===== config.mk =====
export PLATFORM = sky130hd
export DESIGN_NAME = bank_overlay_mapper
export DESIGN_NICKNAME = d
export VERILOG_FILES = /design/src/rtl/mapper_pkg.sv /design/src/rtl/map_state_reg.sv /design/src/rtl/bank_table.sv /design/src/rtl/window_decode.sv /design/src/rtl/bank_overlay_mapper.sv
export SDC_FILE = /design/constraint.sdc
export NUM_CORES = 1
export LEC_CHECK = 0
export ABC_AREA = 1
export BUFFER_PORTS_ARGS = -buffer_cell sky130_fd_sc_hd__buf_2
export CORE_MARGIN = 2
export CORE_UTILIZATION = 37
export CTS_CLUSTER_SIZE = 8
export DETAILED_ROUTE_END_ITERATION = 6
export GPL_TIMING_DRIVEN = 0
export PLACE_DENSITY = 0.78
export SYNTH_ARGS = -nofsm -noshare
export SYNTH_HDL_FRONTEND = slang
export SYNTH_HIERARCHICAL = 1
export SYNTH_SLANG_ARGS = --single-unit

===== constraint.sdc =====
create_clock -name clk -period 1.3 [get_ports clk]
set_input_delay 0.13 -clock clk [delete_from_list [all_inputs] [get_ports clk]]
set_output_delay 0.13 -clock clk [all_outputs]
set_load 0.05 [all_outputs]

===== src/rtl/mapper_pkg.sv =====
package mapper_pkg;

   localparam int unsigned CODE_W  = 3;
   localparam int unsigned WIN_W   = 2;
   localparam int unsigned NUM_WIN = 1 << WIN_W;
   localparam int unsigned BANK_W  = 3;

   typedef logic [CODE_W-1:0] code_t;
   typedef logic [BANK_W-1:0] bank_t;
   typedef logic [WIN_W-1:0]  win_t;

   typedef struct packed {
      code_t code;
      logic  lo_en;
      logic  hi_en;
   } map_state_t;

   // Bank behind a window for a given layout code.
   function automatic bank_t layout_bank(input code_t code, input win_t win);
      bank_t b;
      case (win)
         2'd0: b = (code == 3'd2) ? 3'd4 : 3'd0;
         2'd1: begin
            if (code == 3'd2)      b = 3'd5;
            else if (code == 3'd3) b = 3'd3;
            else if (code[2])      b = code;
            else                   b = 3'd1;
         end
         2'd2: b = (code == 3'd2) ? 3'd6 : 3'd2;
         default: b = (code == 3'd1 || code == 3'd2 || code == 3'd3) ? 3'd7 : 3'd3;
      endcase
      return b;
   endfunction

   // Identity layout used when no expansion RAM exists.
   function automatic bank_t identity_bank(input win_t win);
      return bank_t'(win);
   endfunction

endpackage


===== src/rtl/map_state_reg.sv =====
module map_state_reg
   import mapper_pkg::*;
#(
   parameter bit EXPANDED_RAM = 1'b1,
   parameter bit RST_LO_EN    = 1'b1,
   parameter bit RST_HI_EN    = 1'b1
) (
   input  logic       clk,
   input  logic       rst_n,
   input  logic       map_we,
   input  code_t      map_code,
   input  logic       rom_we,
   input  logic       lo_rom_en,
   input  logic       hi_rom_en,
   output map_state_t state_q
);

   logic lo_q, hi_q;
   code_t code_q;

   always_ff @(posedge clk) begin
      if (!rst_n) begin
         lo_q <= RST_LO_EN;
         hi_q <= RST_HI_EN;
      end else if (rom_we) begin
         lo_q <= lo_rom_en;
         hi_q <= hi_rom_en;
      end
   end

   generate
      if (EXPANDED_RAM) begin : g_code_reg
         always_ff @(posedge clk) begin
            if (!rst_n)      code_q <= '0;
            else if (map_we) code_q <= map_code;
         end
      end else begin : g_code_fixed
         logic unused_map_in;
         assign unused_map_in = map_we ^ (^map_code) ^ clk;
         assign code_q = '0;
      end
   endgenerate

   assign state_q = '{code: code_q, lo_en: lo_q, hi_en: hi_q};

endmodule


===== src/rtl/bank_table.sv =====
module bank_table
   import mapper_pkg::*;
#(
   parameter bit EXPANDED_RAM = 1'b1
) (
   input  code_t                     code,
   output logic [NUM_WIN-1:0][BANK_W-1:0] win_bank
);

   generate
      for (genvar w = 0; w < NUM_WIN; w++) begin : g_win
         if (EXPANDED_RAM) begin : g_tab
            assign win_bank[w] = layout_bank(code, win_t'(w));
         end else begin : g_id
            assign win_bank[w] = identity_bank(win_t'(w));
         end
      end
      if (!EXPANDED_RAM) begin : g_unused
         logic unused_code;
         assign unused_code = ^code;
      end
   endgenerate

endmodule


===== src/rtl/window_decode.sv =====
module window_decode
   import mapper_pkg::*;
#(
   parameter int unsigned ADDR_W = 16,
   localparam int unsigned OFF_W = ADDR_W - WIN_W
) (
   input  logic [ADDR_W-1:0]             cpu_addr,
   input  logic                          cpu_rd,
   input  logic                          cpu_wr,
   input  logic [NUM_WIN-1:0][BANK_W-1:0] win_bank,
   input  logic                          lo_en,
   input  logic                          hi_en,
   output logic [BANK_W+OFF_W-1:0]       ram_addr,
   output logic                          ram_sel,
   output logic                          rom_sel,
   output logic                          rom_hi,
   output logic [OFF_W-1:0]              rom_offset
);

   win_t              win;
   logic [OFF_W-1:0]  off;
   logic              is_read;
   logic              overlay_hit;

   assign win     = cpu_addr[ADDR_W-1 -: WIN_W];
   assign off     = cpu_addr[OFF_W-1:0];
   assign is_read = cpu_rd & ~cpu_wr;

   always_comb begin
      overlay_hit = 1'b0;
      rom_hi      = 1'b0;
      if (win == '0) begin
         overlay_hit = lo_en;
      end else if (win == win_t'(NUM_WIN - 1)) begin
         overlay_hit = hi_en;
         rom_hi      = 1'b1;
      end
   end

   assign ram_addr   = {win_bank[win], off};
   assign rom_sel    = is_read & overlay_hit;
   assign ram_sel    = cpu_wr | (is_read & ~overlay_hit);
   assign rom_offset = off;

endmodule


===== src/rtl/bank_overlay_mapper.sv =====
module bank_overlay_mapper
   import mapper_pkg::*;
#(
   parameter int unsigned ADDR_W       = 16,
   parameter bit          EXPANDED_RAM = 1'b1,
   parameter bit          RST_LO_EN    = 1'b1,
   parameter bit          RST_HI_EN    = 1'b1,
   localparam int unsigned OFF_W       = ADDR_W - WIN_W,
   localparam int unsigned RAM_AW      = BANK_W + OFF_W
) (
   input  logic              clk,
   input  logic              rst_n,
   input  logic              map_we,
   input  logic [2:0]        map_code,
   input  logic              rom_we,
   input  logic              lo_rom_en,
   input  logic              hi_rom_en,
   input  logic [ADDR_W-1:0] cpu_addr,
   input  logic              cpu_rd,
   input  logic              cpu_wr,
   output logic [RAM_AW-1:0] ram_addr,
   output logic              ram_sel,
   output logic              rom_sel,
   output logic              rom_hi,
   output logic [OFF_W-1:0]  rom_offset
);

   generate
      if (ADDR_W <= WIN_W) begin : g_bad_addr
         $error("ADDR_W must exceed the window select width");
      end
      if (CODE_W != 3 || BANK_W != 3 || NUM_WIN != 4) begin : g_bad_table
         $error("layout table assumes 3-bit codes, 3-bit banks, four windows");
      end
   endgenerate

   map_state_t                     st;
   logic [NUM_WIN-1:0][BANK_W-1:0] win_bank;

   map_state_reg #(
      .EXPANDED_RAM (EXPANDED_RAM),
      .RST_LO_EN    (RST_LO_EN),
      .RST_HI_EN    (RST_HI_EN)
   ) u_state (
      .clk       (clk),
      .rst_n     (rst_n),
      .map_we    (map_we),
      .map_code  (map_code),
      .rom_we    (rom_we),
      .lo_rom_en (lo_rom_en),
      .hi_rom_en (hi_rom_en),
      .state_q   (st)
   );

   bank_table #(
      .EXPANDED_RAM (EXPANDED_RAM)
   ) u_table (
      .code     (st.code),
      .win_bank (win_bank)
   );

   window_decode #(
      .ADDR_W (ADDR_W)
   ) u_dec (
      .cpu_addr   (cpu_addr),
      .cpu_rd     (cpu_rd),
      .cpu_wr     (cpu_wr),
      .win_bank   (win_bank),
      .lo_en      (st.lo_en),
      .hi_en      (st.hi_en),
      .ram_addr   (ram_addr),
      .ram_sel    (ram_sel),
      .rom_sel    (rom_sel),
      .rom_hi     (rom_hi),
      .rom_offset (rom_offset)
   );

endmodule


* After elaboration in Yosys (flattened, before gate mapping) *
Index checks and enable logic that the tools add are counted.

word-level totals
  register bits = 5
  bits of input ports = 27
  output and inout bits = 34

operators by class
  $lt $le $gt $ge = 1
  equal/unequal tests = 4
  mux-type cells = 12
  bitwise gates (word level) = 6
  reductions and logical operators = 3

operator list
  kind                                                         count
  2-to-1 mux 3 bit                                             7
  binary-select mux 3 bit (select 2 bit)                       1
  equality test 3 x 2 -> 1 bit (second input constant)         2
  2-to-1 mux 1 bit                                             4
  AND 1 bit                                                    3
  equality test 3 x 1 -> 1 bit (second input constant)         1
  less-than comparator 2 x 3 -> 1 bit (second input constant)  1
  equality test 2 bit (second input constant)                  1
  zero test 2 bit                                              1
  logical OR 1 bit                                             2
  NOT 1 bit                                                    2
  bitwise OR 1 bit                                             1

* Depth between registers and ports, before layout *
  depth in word-level cells = 6
  gate-level depth with buffers = 8
  gate-level depth less buffers = 7

* Cells and area by module *
Netlist, hierarchy kept.

modules (own cells, without submodules)
  module         times used  cells each  area each (um2)
  window_decode  1           69          407.9
  map_state_reg  1           29          200.2
  bank_table     1           20          101.3

* Worst setup path before layout *
Ideal clock, no wire load.

  path type = reg2out
  from = reg u_state.code_q[0]
  to = out ram_addr[16]
  arrival = 1.137 ns
  data required time = 1.170 ns
  path slack = 0.033 ns
  cell stages (with the launch flop) = 9
  buffers on the path = 1
  path through = dfxtp_1 inv_1 nand2_1 nor2_1 buf_4 inv_1 o21ai_2 nand2_1 nand2_1

RTL lines
  element                   RTL line                   text
  start: declaration        map_state_reg.sv:19        code_t code_q;
  start signal: assignment  map_state_reg.sv:35        else if (map_we) code_q <= map_code;
  end: declaration          bank_overlay_mapper.sv:21  output logic [RAM_AW-1:0] ram_addr,

==> metrics.txt <==
Seq pwr share 20.2%; GPL Wtd Cong 0.646; outcome finished with violations; initial antenna violation count 0; Comb power frac 58.5%; GRT Overall Usage around 14%; vias per inst 3.87; clock-pin slew on the worst setup and hold paths 0.04 ns; Final Worst Setup Slack -0.120 ns; Hold Crit Class in2reg; Nets 201; DRC 0; H-tree level count 1; TritonCTS clock tree done; IO Count 61; CP required approximately 1.2 ns; initial DRC count 9; Yosys warning count 6; Routed Antenna Nets 0; worst reg2reg endpoint u_state/code_q[0]; Cell Area, Synth around 710 sq um; # setup viols final 2; post-DP HPWL 1.28 mm; root buffer selected by CTS clkbuf_4; Internal 469 uW; largest net degree at the start of global routing 11; failing checks negative setup slack; Setup crit end kind primary output; drt total wl between 1.5 and 2 mm; max-slew violations 0; worst hold start hi_rom_en; R2R setup slack 0.61 ns; Arr. time, crit path 1.29 ns; post-route cell area about 1100 sq um; vias in the first global route 613; CTS Buf Count 3; die width 47.8 microns; post-route insts no fill 198; placed inst area between 900 and 1000 sq um; Final period util 109%; first-pass GRT wire length around 2.2 mm; core area 1760 sq um; # diodes 0; share of layout cells above drive strength 1 61.8%; Placed Cells incl. Taps 193; hold path endpoint u_state/hi_q; GR Overflow Total 0; Layout area overhead 53.3%; Vias 767; worst skew pair latency 0.25 ns; power density over the cells 804 nW/um^2; flops & latches, synth 5; Tmin final 1.42 ns; Clock Skews 0 ns; crit path max fanout 4; Worst R2R Start u_state/code_q[0]; Clk pwr share between 20% and 30%; Netlist cell types 15; DIE AREA 2280 sq um; Max-Cap Viols 0; NetSw slightly above 400 uW; synthesized area per cell between 6 and 7 sq um; IR drop worst, VDD 500 uV; chip height 47.8 microns; Post-Syn Instances 118; port bufs 46; CTS Sinks 5; Initial Utilization between 40% and 50%; Worst Reg2Reg Path Length in Cells 3; CTS max path bufs 2; Rows 15; Max Clk Rate 0.704 GHz; RSZ-0062 raised after global routing true; Hold Buf Count CTS 0; Pre-antenna DRT Iters 2; Worst Setup Path Type reg2out; Leak 0.000685 uW; post-synthesis sequential area ratio 14.1%; DR WL/cell 7.75 microns; startpoint types flip-flop; switching share of power 46.3%; Fin. Hold Viols 0; Worst Hold Depth 3
-- critical path, stage by stage, from the launching register on --
cell	delay, ns
dfxtp_2	0.37
nand2_4	0.07
nor2_4	0.09
buf_6	0.10
inv_2	0.03
o21ai_2	0.09
nand2_1	0.07
nand2_2	0.08
buf_8	0.14
-- state kept, by name, indices dropped and copies added (netlist names) --
| name | flops |
|---|---|
| u_state/code_q | 3 |
| u_state/lo_q | 1 |
| u_state/hi_q | 1 |
-- synthesized netlist by cell type --
| master | number | area, sq um |
|---|---|---|
| a21oi_2 | 1 | 8.76 |
| nand2_2 | 1 | 6.26 |
| nand2_1 | 28 | 105 |
| dfxtp_1 | 5 | 100 |
| conb_1 | 2 | 7.51 |
| nand3_1 | 6 | 30.0 |
| buf_6 | 1 | 11.3 |
| nor2_1 | 14 | 52.6 |
| nor2_2 | 2 | 12.5 |
| or2_2 | 3 | 18.8 |
| o21ai_2 | 1 | 8.76 |
| inv_1 | 15 | 56.3 |
| inv_2 | 1 | 3.75 |
| buf_4 | 37 | 278 |
| nand3_2 | 1 | 10.0 |
-- cells by family after synthesis --
group | synth area share (%)
flops | 14.1
buf+inv | 49.2
simple gates | 33.2
compound gates | 2.47
other cells | 1.06
-- how the worst max path moves through the flow --
stage                   end  slack [ns]  cells past startpoint               from
5_1_grt        ram_addr[16]       -0.19                      9  u_state/code_q[0]
2_1_floorplan  ram_addr[16]        0.03                      8  u_state/code_q[0]
4_1_cts        ram_addr[16]       -0.16                      8  u_state/code_q[1]
3_3_place_gp   ram_addr[16]        0.02                      9  u_state/code_q[0]
3_5_place_dp   ram_addr[16]       -0.02                      9  u_state/code_q[0]
6_report       ram_addr[16]       -0.12                      8  u_state/code_q[1]
-- cells in the final DEF (no fill, tap or decap), drive strengths merged --
cell type / instances
or2: 3
conb: 6
clkbuf: 4
a21oi: 1
inv: 16
dfxtp: 5
nand2: 29
nor2: 16
o21ai: 1
nand3: 7
buf: 85
-- per-layer routing --
layer	wire length, microns	global-route usage, %	vias to the layer above
met3	160	3.40	4
met4	29	9.73	0
met1	528	14.6	312
met2	817	24.3	39
li1	-	-	412
met5	0	0	-
-- final cells by class --
type,count,area (sq um)
Clock buffer,4,26.3
Tap cell,25,31.3
Inverter,16,60.1
Fill cell,192,677
Multi-Input combinational cell,63,298
Sequential cell,5,106
Buffer,38,293
Timing Repair Buffer,47,273
-- through the flow --
| stage | setup WS [ns] | util, % | hold slack (ns) | setup TNS [ns] | power [uW] |
|---|---|---|---|---|---|
| 2_1_floorplan | 0.0333 | - | 0.214 | 0 | 562 |
| 3_3_place_gp | 0.0204 | 55.9 | 0.336 | 0 | 644 |
| 3_5_place_dp | -0.0228 | 55.9 | 0.350 | -0.0228 | 652 |
| 4_1_cts | -0.158 | 59.3 | 0.0864 | -0.187 | 863 |
| 5_1_grt | -0.187 | 61.6 | 0.0997 | -0.278 | 934 |
| 6_report | -0.120 | 61.6 | 0.0949 | -0.137 | 874 |
-- power groups by stage --
| stage | clock, uW | combinational [uW] | sequential, uW |
|---|---|---|---|
| global route | 211 | 546 | 178 |
| detailed placement | 0 | 474 | 177 |
| global placement | 0 | 467 | 176 |
| finish | 186 | 511 | 177 |
| CTS | 194 | 493 | 176 |
| floorplan | 0 | 387 | 175 |
-- what timing repair did --
action	CTS	global route
setup endpoints to repair	5	5
hold endpoints to repair	0	0
resized for setup	13	12
pin swaps	2	3
buffers inserted	1	0
Note: power is estimated with default switching activity, not from simulation.
